### config.mk
export PLATFORM = sky130hd
export DESIGN_NAME = disp_cmd_receiver
export DESIGN_NICKNAME = d
export VERILOG_FILES = /design/src/rtl/disp_cmd_pkg.sv /design/src/rtl/disp_cmd_control.sv /design/src/rtl/disp_cmd_datapath.sv /design/src/rtl/disp_cmd_receiver.sv
export SDC_FILE = /design/constraint.sdc
export NUM_CORES = 1
export LEC_CHECK = 0
export BUFFER_PORTS_ARGS = -buffer_cell sky130_fd_sc_hd__buf_2
export CORE_ASPECT_RATIO = 1.25
export CORE_MARGIN = 5
export CORE_UTILIZATION = 40
export DETAILED_ROUTE_END_ITERATION = 7
export GPL_ROUTABILITY_DRIVEN = 0
export HOLD_SLACK_MARGIN = 0.08
export SYNTH_ARGS = -nofsm -noshare
export SYNTH_HDL_FRONTEND = slang
export SYNTH_SLANG_ARGS = --single-unit
### constraint.sdc
create_clock -name clk -period 2.65 [get_ports clk]
set_input_delay 0.265 -clock clk [delete_from_list [all_inputs] [get_ports clk]]
set_output_delay 0.265 -clock clk [all_outputs]
set_load 0.1 [all_outputs]
### src/rtl/disp_cmd_pkg.sv
package disp_cmd_pkg;
  localparam int WORD_W = 8;
  localparam int OP_W = 3;

  localparam logic [OP_W-1:0] OP_CHAR   = 3'd0;
  localparam logic [OP_W-1:0] OP_PAT    = 3'd1;
  localparam logic [OP_W-1:0] OP_AUX    = 3'd2;
  localparam logic [OP_W-1:0] OP_DIGITS = 3'd3;
  localparam logic [OP_W-1:0] OP_BRIGHT = 3'd4;
  localparam logic [OP_W-1:0] OP_LIGHTS = 3'd5;

  typedef struct packed {
    logic shiftEn;
    logic cmdLoad;
    logic dataLoad;
  } ctrlStrobe_t;
endpackage

### src/rtl/disp_cmd_control.sv
module disp_cmd_control
  import disp_cmd_pkg::*;
(
  input  logic        clk,
  input  logic        rstN,
  input  logic        selActive,
  input  logic        sclkRise,
  output ctrlStrobe_t strobe
);
  localparam int CNT_W = $clog2(WORD_W);
  localparam logic [CNT_W-1:0] LAST_BIT = CNT_W'(WORD_W - 1);

  logic [CNT_W-1:0] bitCnt;
  logic             firstByte;
  logic             take;
  logic             wordDone;

  assign take     = selActive & sclkRise;
  assign wordDone = take & (bitCnt == LAST_BIT);

  always_comb begin
    strobe.shiftEn  = take;
    strobe.cmdLoad  = wordDone & firstByte;
    strobe.dataLoad = wordDone & ~firstByte;
  end

  always_ff @(posedge clk or negedge rstN) begin
    if (!rstN) begin
      bitCnt    <= '0;
      firstByte <= 1'b1;
    end else if (!selActive) begin
      bitCnt    <= '0;
      firstByte <= 1'b1;
    end else if (take) begin
      bitCnt <= bitCnt + 1'b1;
      if (bitCnt == LAST_BIT) firstByte <= 1'b0;
    end
  end
endmodule

### src/rtl/disp_cmd_datapath.sv
module disp_cmd_datapath
  import disp_cmd_pkg::*;
#(
  parameter int SYNC_STAGES = 2,
  parameter int ADDR_W      = 5,
  parameter int CHAR_DEPTH  = 16,
  parameter int PAT_DEPTH   = 32,
  parameter int AUX_DEPTH   = 16,
  parameter int MAX_DIGITS  = 16,
  parameter int MAX_BRIGHT  = 16,
  parameter int LEVEL_W     = 5
) (
  input  logic              clk,
  input  logic              rstN,
  input  logic              selN,
  input  logic              sclk,
  input  logic              sdata,
  input  ctrlStrobe_t       strobe,
  output logic              selActive,
  output logic              sclkRise,
  output logic              charWe,
  output logic              patWe,
  output logic              auxWe,
  output logic [ADDR_W-1:0] ramAddr,
  output logic [WORD_W-1:0] ramData,
  output logic [LEVEL_W-1:0] digitCount,
  output logic [LEVEL_W-1:0] brightness,
  output logic [1:0]        lightsMode
);
  localparam logic [ADDR_W-1:0] CHAR_MASK = ADDR_W'(CHAR_DEPTH - 1);
  localparam logic [ADDR_W-1:0] PAT_MASK  = ADDR_W'(PAT_DEPTH - 1);
  localparam logic [ADDR_W-1:0] AUX_MASK  = ADDR_W'(AUX_DEPTH - 1);
  localparam logic [LEVEL_W-1:0] DIGITS_FULL = LEVEL_W'(MAX_DIGITS);
  localparam logic [LEVEL_W-1:0] BRIGHT_TOP  = LEVEL_W'(MAX_BRIGHT);

  logic [SYNC_STAGES-1:0] selSh, clkSh, datSh;
  logic                   clkPrev;
  logic                   datS;
  logic [WORD_W-1:0]      shReg, word;
  logic [OP_W-1:0]        opReg;
  logic [ADDR_W-1:0]      addrPtr;

  function automatic logic [ADDR_W-1:0] depthMask(input logic [OP_W-1:0] op);
    case (op)
      OP_CHAR: depthMask = CHAR_MASK;
      OP_PAT:  depthMask = PAT_MASK;
      OP_AUX:  depthMask = AUX_MASK;
      default: depthMask = '1;
    endcase
  endfunction

  assign selActive = ~selSh[SYNC_STAGES-1];
  assign sclkRise  = clkSh[SYNC_STAGES-1] & ~clkPrev;
  assign datS      = datSh[SYNC_STAGES-1];
  assign word      = {datS, shReg[WORD_W-1:1]};

  always_ff @(posedge clk or negedge rstN) begin
    if (!rstN) begin
      selSh   <= '1;
      clkSh   <= '0;
      datSh   <= '0;
      clkPrev <= 1'b0;
    end else begin
      selSh   <= {selSh[SYNC_STAGES-2:0], selN};
      clkSh   <= {clkSh[SYNC_STAGES-2:0], sclk};
      datSh   <= {datSh[SYNC_STAGES-2:0], sdata};
      clkPrev <= clkSh[SYNC_STAGES-1];
    end
  end

  always_ff @(posedge clk or negedge rstN) begin
    if (!rstN) shReg <= '0;
    else if (strobe.shiftEn) shReg <= word;
  end

  always_ff @(posedge clk or negedge rstN) begin
    if (!rstN) begin
      opReg      <= '1;
      addrPtr    <= '0;
      charWe     <= 1'b0;
      patWe      <= 1'b0;
      auxWe      <= 1'b0;
      ramAddr    <= '0;
      ramData    <= '0;
      digitCount <= DIGITS_FULL;
      brightness <= '0;
      lightsMode <= 2'd0;
    end else begin
      charWe <= 1'b0;
      patWe  <= 1'b0;
      auxWe  <= 1'b0;
      if (strobe.cmdLoad) begin
        opReg   <= word[WORD_W-1 -: OP_W];
        addrPtr <= word[ADDR_W-1:0] & depthMask(word[WORD_W-1 -: OP_W]);
        case (word[WORD_W-1 -: OP_W])
          OP_DIGITS: digitCount <= (word[3:0] == 4'd0) ? DIGITS_FULL
                                                       : LEVEL_W'(word[3:0]);
          OP_BRIGHT: brightness <= (LEVEL_W'(word[4:0]) > BRIGHT_TOP) ? BRIGHT_TOP
                                                                      : LEVEL_W'(word[4:0]);
          OP_LIGHTS: lightsMode <= (word[1:0] == 2'd3) ? 2'd0 : word[1:0];
          default: ;
        endcase
      end else if (strobe.dataLoad &&
                   (opReg == OP_CHAR || opReg == OP_PAT || opReg == OP_AUX)) begin
        charWe  <= (opReg == OP_CHAR);
        patWe   <= (opReg == OP_PAT);
        auxWe   <= (opReg == OP_AUX);
        ramAddr <= addrPtr;
        ramData <= word;
        addrPtr <= (addrPtr + 1'b1) & depthMask(opReg);
      end
    end
  end
endmodule

### src/rtl/disp_cmd_receiver.sv
module disp_cmd_receiver
  import disp_cmd_pkg::*;
#(
  parameter int SYNC_STAGES = 2,
  parameter int ADDR_W      = 5,
  parameter int CHAR_DEPTH  = 16,
  parameter int PAT_DEPTH   = 32,
  parameter int AUX_DEPTH   = 16,
  parameter int MAX_DIGITS  = 16,
  parameter int MAX_BRIGHT  = 16,
  parameter int LEVEL_W     = 5
) (
  input  logic               clk,
  input  logic               rstN,
  input  logic               selN,
  input  logic               sclk,
  input  logic               sdata,
  output logic               charWe,
  output logic               patWe,
  output logic               auxWe,
  output logic [ADDR_W-1:0]  ramAddr,
  output logic [7:0]         ramData,
  output logic [LEVEL_W-1:0] digitCount,
  output logic [LEVEL_W-1:0] brightness,
  output logic [1:0]         lightsMode
);
  ctrlStrobe_t strobe;
  logic        selActive;
  logic        sclkRise;

  disp_cmd_control ctrl_i (
    .clk      (clk),
    .rstN     (rstN),
    .selActive(selActive),
    .sclkRise (sclkRise),
    .strobe   (strobe)
  );

  disp_cmd_datapath #(
    .SYNC_STAGES(SYNC_STAGES), .ADDR_W(ADDR_W), .CHAR_DEPTH(CHAR_DEPTH),
    .PAT_DEPTH(PAT_DEPTH), .AUX_DEPTH(AUX_DEPTH), .MAX_DIGITS(MAX_DIGITS),
    .MAX_BRIGHT(MAX_BRIGHT), .LEVEL_W(LEVEL_W)
  ) dp_i (
    .clk       (clk),
    .rstN      (rstN),
    .selN      (selN),
    .sclk      (sclk),
    .sdata     (sdata),
    .strobe    (strobe),
    .selActive (selActive),
    .sclkRise  (sclkRise),
    .charWe    (charWe),
    .patWe     (patWe),
    .auxWe     (auxWe),
    .ramAddr   (ramAddr),
    .ramData   (ramData),
    .digitCount(digitCount),
    .brightness(brightness),
    .lightsMode(lightsMode)
  );
endmodule

==> results of run 1 <==
final timing paths:
path / slack, ns / depth (start not counted) / startpoint / to
max: 0.40 / 6 / ctrl_i.bitCnt[0]$_DFFE_PN0P_ / dp_i.digitCount[0]$_DFFE_PN0P_
min: 0.36 / 0 / dp_i.datSh[0]$_DFF_PN0_ / dp_i.datSh[1]$_DFF_PN0_
max reg2reg: 0.40 / 6 / ctrl_i.bitCnt[0]$_DFFE_PN0P_ / dp_i.digitCount[0]$_DFFE_PN0P_
min reg2reg: 0.36 / 0 / dp_i.datSh[0]$_DFF_PN0_ / dp_i.datSh[1]$_DFF_PN0_
max in group asynchronous: 1.49 / 3 / rstN / dp_i.opReg[0]$_DFFE_PN1P_
min in group asynchronous: 0.44 / 2 / rstN / ctrl_i.bitCnt[2]$_DFFE_PN0P_
synth_stat cells:
cell type / count
or4b_1: 1
a211oi_1: 1
buf_2: 3
o21ai_0: 6
buf_4: 1
o21a_1: 1
mux2i_1: 3
mux2_2: 31
nand2_1: 16
dfstp_2: 7
clkbuf_1: 2
and4bb_2: 1
ha_1: 3
and3_1: 1
a21oi_1: 2
xor2_1: 3
dfrtp_1: 47
nand4b_1: 3
nor3_1: 1
xnor2_1: 1
nand3_1: 3
nor2b_1: 8
nand2_4: 1
nor2_1: 6
and2_1: 1
nor4_1: 1
inv_1: 1
o32a_1: 1
a21o_1: 1
nor3b_1: 1
power breakdown:
group,internal [mW],switching (mW)
clock,0.378,0.258
combinational,0.0731,0.0437
sequential,0.875,0.102
stage by stage:
stage / power [mW] / hold WS [ns] / cell area (um^2) / std cells / utilization (%)
CTS: 1.757 / 0.3596 / 2567 / 263 / 48.17
global placement: 1.102 / 0.2462 / 2390 / 251 / 44.84
global route: 1.817 / 0.3728 / 2567 / 263 / 48.17
floorplan: 1.035 / -0.03059 / 2157 / 158 / -
finish: 1.730 / 0.3571 / 2567 / 263 / 48.17
detailed placement: 1.111 / 0.2573 / 2390 / 251 / 44.84
area by class of cell:
| cell class | count | area (um^2) |
|---|---|---|
| repair buffers | 39 | 222.7 |
| inverters | 1 | 3.754 |
| clock inverters | 3 | 68.82 |
| clock buffers | 5 | 68.82 |
| flip-flops and latches | 54 | 1360 |
| fillers | 493 | 2763 |
| well taps | 64 | 80.08 |
| multi-input cells | 97 | 763.2 |
flip-flops by register name, summed over array words and instances, names as in the netlist, 3 cells and up:
register	flops
dp_i.opReg	3
dp_i.brightness	5
dp_i.addrPtr	5
ctrl_i.bitCnt	3
dp_i.shReg	7
dp_i.digitCount	5
dp_i.ramData	8
dp_i.ramAddr	5
repair_timing:
| item | 4_1_cts | 5_1_grt |
|---|---|---|
| hold buffers | 4 | 0 |
| setup endpoints to repair | 0 | 0 |
| hold endpoints to repair | 21 | 0 |
logic make-up (layout without fill, tap and decap cells):
kind of cell               after synthesis  after routing  share of synthesized area, %
buffers and inverters                    7             48                         1.566
adders and majority gates                3              3                         1.740
xor gates and xnor gates                 4              4                         1.624
DFF                                     54             54                         63.05
AOI/OAI and AO/OA                       12             12                         3.365
muxes                                   34             34                         17.58
and+or+nand+nor                         44             44                         11.08
routing by layer:
layer	track usage [%]	part of all wire, %
met1	16.63	43
met2	20.61	51
met3	3.070	5.0
met4	4.373	1.6
met5	0	0
==> summary.txt, run 1 <==
Drt
  • Final ANT Viol Nets: 0
  • Via-per-instance ratio: 5.042
  • First-pass iteration count of the detailed router: 4
  • Avg WL per Cell: 15.10 um
  • Routed WL: 3971 um
  • Vias: 1326
  • Initial DRC count: 70
  • DRC: 0

Placed design
  • Dpl ws: 0.4344 ns
  • I/O Buffers: 32
  • Post-DP HPWL: 2856 um

Timing
  • Worst Skew: 0.01058 ns
  • Setup TNS: 0 ns
  • Max-slew violation count: 0
  • Unrepaired setup endpoints after global routing: false
  • Final setup vio count: 0
  • Slew HR: 58.29%
  • Period utilization: 84.83%
  • Final Hold Viols: 0
  • Fmax: 444.8 MHz
  • Slew @ Worst Pin: 0.6243 ns
  • Final worst slack: 0.4020 ns
  • Final Critical Period: 2.248 ns

Synth
  • Post-synthesis register bit count: 54
  • Mean post-synth cell area: 13.65 um^2
  • Ys Warns: 0
  • Yosys top cell area share: 54.52%
  • Cells after synthesis: 158
  • Area contributors post-synth: dfrtp_1 (55%), mux2_2 (16%), dfstp_2 (8.5%), nand2_1 (2.8%), nor2b_1 (2.3%)
  • Area of the mapped netlist: 2157 um^2
  • Area leader, netlist: dfrtp_1
  • Syn_nets: 166
  • Post-synth cell types: 30
  • Seq/Total Area, Yosys: 63.05%

Critical path
  • WP data arrival: 2.44 ns
  • CP endpoint kind: register
  • CP bufs+invs: 0
  • Cell Chain, Critical Path: ha_1, ha_1, and4bb_2, and2_1, nand4b_1, mux2_2
  • CP peak stage delay: 0.40 ns
  • Crit path max fanout: 11
  • Slowest stage cell, crit path: dfrtp_1
  • Worst path required time: 2.84 ns
  • Startpoint types: register
  • Most used cell, CP: ha_1
  • CP top delay family: simple AND/OR/NAND/NOR gates
  • Critical setup path kind: reg -> reg

Final layout
  • Share of layout cells above drive strength 1: 41.71%
  • Layout area overhead: 19.03%
  • Final nets: 206
  • Commonest non-fill, non-tap cell in the layout: dfrtp_1
  • Ant diodes: 0
  • Most frequent cells in the layout: dfrtp_1 (47), buf_2 (32), mux2_2 (31), nand2_1 (16), nor2b_1 (8)

Clock tree
  • # H-tree levels: 2
  • CTS resizes: 0
  • Clock slew at reported path FFs: 0.10 ns
  • CTS tree: yes
  • CTS Buffer Depth: 2
  • CTS root buffer: clkbuf_8
  • Clk Latency, worst-skew pair: 0.31 ns
  • CTS Buf Count: 5
  • Postcts setup bufs: 0
  • CTS sink count: 54

Die
  • Die Width: 75.68 um
  • Initial core utilization: 40.47%
  • Area of the die: 6971 um^2
  • Row cnt: 30
  • Die Height: 92.11 um
  • Core ar.: 5330 um^2
  • I/O pin cnt: 33

Global route
  • Global-route wire length before repair: 6851 um
  • GR Overflow Total: 0
  • Largest net degree at the start of global routing: 23
  • Total GRT Usage: 12.82%
  • Vias in the first global route: 1409
  • Initial antenna violation count: 0

Power and ir drop
  • Peak VDD IR: 0.4540 mV
  • Power Dens Cells: 673.8 nW/um^2
  • Leakage power: 1.317 nW

Hold path
  • HP Class: reg -> reg

Job
  • Max-cap violations: 0

Status
  • Status: completed
(Power assumes the default switching activity.)
==> inputs of run 2 (changes only) <==
==> constraint.sdc (replaced) <==
create_clock -name clk -period 2.2 [get_ports clk]
set_input_delay 0.22 -clock clk [delete_from_list [all_inputs] [get_ports clk]]
set_output_delay 0.22 -clock clk [all_outputs]
set_load 0.1 [all_outputs]
==> run 2 against run 1 <==
Compared with the run above: critical path depth did not move; fmax is 7.2% higher; die area unchanged; cell area grew 0.44%; utilization grew 0.21 points; sequential cell count did not move; clock power increased by 3.3%; routed wire length is 0.63% lower; critical endpoint is now dp_i.brightness[2]$_DFFE_PN0P_.
==> summary.txt, run 2 (synthesized netlist as in run 1, its figures left out) <==
Drt
  • Routed WL: 3946 um (-0.63%)
  • Vias: 1336 (+0.75%)
  • WL met1: 1757 um (+3.6%)
  • Final ANT Viol Nets: 0 (unchanged)
  • Max Used Layer: met4
  • Via-per-instance ratio: 5.023 (-0.38%)
  • Initial DRC count: 73 (+4.3%)
  • Detail Route met3 WL: 169 um (-14%)
  • Met2 wire len: 1955 um (-2.8%)
  • First-pass iteration count of the detailed router: 4 (unchanged)
  • DRC: 0 (unchanged)
  • Avg WL per Cell: 14.83 um (-1.8%)

Critical path
  • FF-to-FF path depth: 6 (unchanged)
  • Startpoint types: register
  • CP peak stage delay: 0.60 ns (+0.20 ns)
  • Cell Chain, Critical Path: ha_1, ha_1, and4bb_2, nand2_4, or4b_1, mux2_2
  • Most used cell, CP: ha_1
  • Slowest stage cell, crit path: or4b_1
  • Crit path max fanout: 7 (-4)
  • CP endpoint kind: register
  • Reg-to-reg setup timing slack: 0.10 ns (-0.30 ns)
  • RR Endpoint: dp_i.brightness[2]$_DFFE_PN0P_
  • Worst r2r src: ctrl_i.bitCnt[1]$_DFFE_PN0P_
  • Worst path required time: 2.39 ns (-0.45 ns)
  • Critical setup path kind: reg -> reg
  • WP data arrival: 2.29 ns (-0.15 ns)

Clock tree
  • Clk Latency, worst-skew pair: 0.30 ns (about the same)
  • CTS root buffer: clkbuf_8
  • CTS Buf Count: 5 (unchanged)
  • Postcts setup bufs: 0 (unchanged)
  • # H-tree levels: 2 (unchanged)
  • CTS Buffer Depth: 2 (unchanged)
  • Clock slew at reported path FFs: 0.10 ns (about the same)
  • CTS resizes: 0 (unchanged)
  • CTS sink count: 54 (unchanged)
  • CTS tree: yes

Power and ir drop
  • Switching fraction of total power: 24.96% (+1.6 points)
  • Leakage power: 1.319 nW (+0.17%)
  • Power Dens Cells: 766.2 nW/um^2 (+14%)
  • Power share of the clock group: 33.3% (-3.5 points)
  • Total power: 1.976 mW (+14%)
  • Psw: 0.4931 mW (+22%)
  • Logic gate share of total power: 7.3% (+0.6 points)
  • Cell Int Power: 1.483 mW (+12%)
  • Peak VDD IR: 0.4820 mV (+6.2%)
  • Sequential share of power: 59.4% (+2.9 points)

Final layout
  • Share of layout cells above drive strength 1: 42.57% (+0.87 points)
  • Commonest non-fill, non-tap cell in the layout: dfrtp_1
  • Final nets: 209 (+1.5%)
  • Final instance area: 2579 um^2 (+0.44%)
  • Largest register FFs: 8 (unchanged)
  • Largest Register: dp_i.ramData
  • Most frequent cells in the layout: dfrtp_1 (47), buf_2 (32), mux2_2 (31), nand2_1 (16), nor2b_1 (8)
  • Fill cells: 493 (unchanged)
  • Seq. cell area: 1360 um^2 (unchanged)
  • Util after Layout: 48.38% (+0.21 points)
  • Ant diodes: 0 (unchanged)
  • Regs by FF count: dp_i.ramData: 8 flops, dp_i.shReg: 7 flops
  • Layout area overhead: 19.55%
  • Multi-input logic area: 763.2 um^2 (unchanged)

Timing
  • Worst Skew: 0.006360 ns (-0.004224 ns)
  • Max-slew violation count: 0 (unchanged)
  • Slew @ Worst Pin: 0.6446 ns (+0.02029 ns)
  • Period utilization: 95.33% (+11 points)
  • Final Critical Period: 2.097 ns (-0.1507 ns)
  • Fmax: 476.8 MHz (+7.2%)
  • Final Hold Viols: 0 (unchanged)
  • Final setup vio count: 0 (unchanged)
  • Setup TNS: 0 ns (unchanged)
  • Slew HR: 57.02% (-1.3 points)
  • Unrepaired setup endpoints after global routing: false

Placed design
  • I/O Buffers: 32 (unchanged)
  • Post-DP HPWL: 2855 um (about the same)
  • Placed Area: 2425 um^2 (+1.5%)

Global route
  • Vias in the first global route: 1406 (-0.21%)
  • Largest net degree at the start of global routing: 29 (+26%)
  • Total GRT Usage: 12.56% (-0.26 points)
  • Global-route wire length before repair: 6748 um (-1.5%)
  • Initial antenna violation count: 0 (unchanged)
  • GR Overflow Total: 0 (unchanged)

Hold path
  • Worst Hold Path Cells: 0 (unchanged)
  • Worst Hold End: dp_i.datSh[1]$_DFF_PN0_
  • Hold_sp: dp_i.datSh[0]$_DFF_PN0_
  • HP Class: reg -> reg

Job
  • Max-cap violations: 0 (unchanged)

Die
  • Core ar.: 5330 um^2 (unchanged)
  • Initial core utilization: 40.47% (unchanged)
  • Area of the die: 6971 um^2 (unchanged)
  • Die Width: 75.68 um (unchanged)
  • I/O pin cnt: 33 (unchanged)
  • Die Height: 92.11 um (unchanged)
  • Row cnt: 30 (unchanged)

Status
  • Status: completed
## run 2: worst max path at each step
stage / start / end
after floorplan: ctrl_i.bitCnt[0]$_DFFE_PN0P_ / dp_i.brightness[0]$_DFFE_PN0P_
after global routing: ctrl_i.bitCnt[0]$_DFFE_PN0P_ / dp_i.brightness[2]$_DFFE_PN0P_
after CTS: ctrl_i.bitCnt[0]$_DFFE_PN0P_ / dp_i.brightness[2]$_DFFE_PN0P_
final: ctrl_i.bitCnt[1]$_DFFE_PN0P_ / dp_i.brightness[2]$_DFFE_PN0P_
after global placement: ctrl_i.bitCnt[0]$_DFFE_PN0P_ / dp_i.brightness[1]$_DFFE_PN0P_
after detailed placement: ctrl_i.bitCnt[0]$_DFFE_PN0P_ / dp_i.brightness[2]$_DFFE_PN0P_
## run 2: final cells by class
type	count	share of cell area (%)
sequential	54	52.74
multi-input combinational	97	29.60
timing repair buffer	42	9.995
tap	64	3.105
clock buffer	5	2.669
clock inverter	3	1.747
inverter	1	0.1456
## run 2: power groups by stage
stage / sequential, mW / combinational, mW / clock, mW
3_3_place_gp: 1.19 / 0.134 / 0
4_1_cts: 1.18 / 0.150 / 0.683
2_1_floorplan: 1.14 / 0.102 / 0
3_5_place_dp: 1.19 / 0.144 / 0
6_report: 1.17 / 0.145 / 0.657
5_1_grt: 1.19 / 0.161 / 0.721
## run 2: routing by layer
metal | up-vias | track usage (%)
li1 | 629 | -
met1 | 671 | 16.71
met2 | 30 | 19.52
met3 | 6 | 3.289
met4 | 0 | 4.373
met5 | - | 0
## run 2: critical path: cells and delay by family (launching register included)
kind | cells | cell delay, ns
fa+ha+maj | 2 | 0.32
mux | 1 | 0.32
flops | 1 | 0.38
simple gates | 3 | 0.96
## run 2: timing repair
item,4_1_cts,5_1_grt
endpoints found under the hold margin,27,0
endpoints found under the setup margin,0,0
hold buffers,4,0
## run 2: stage by stage
stage               hold slack [ns]  instances  setup slack (ns)
global placement             0.2726        254            0.1717
global route                 0.3692        266          0.009033
CTS                          0.3612        266           0.09514
finish                       0.3580        266            0.1026
detailed placement           0.2866        254            0.1091
floorplan                  -0.07559        158            0.1717
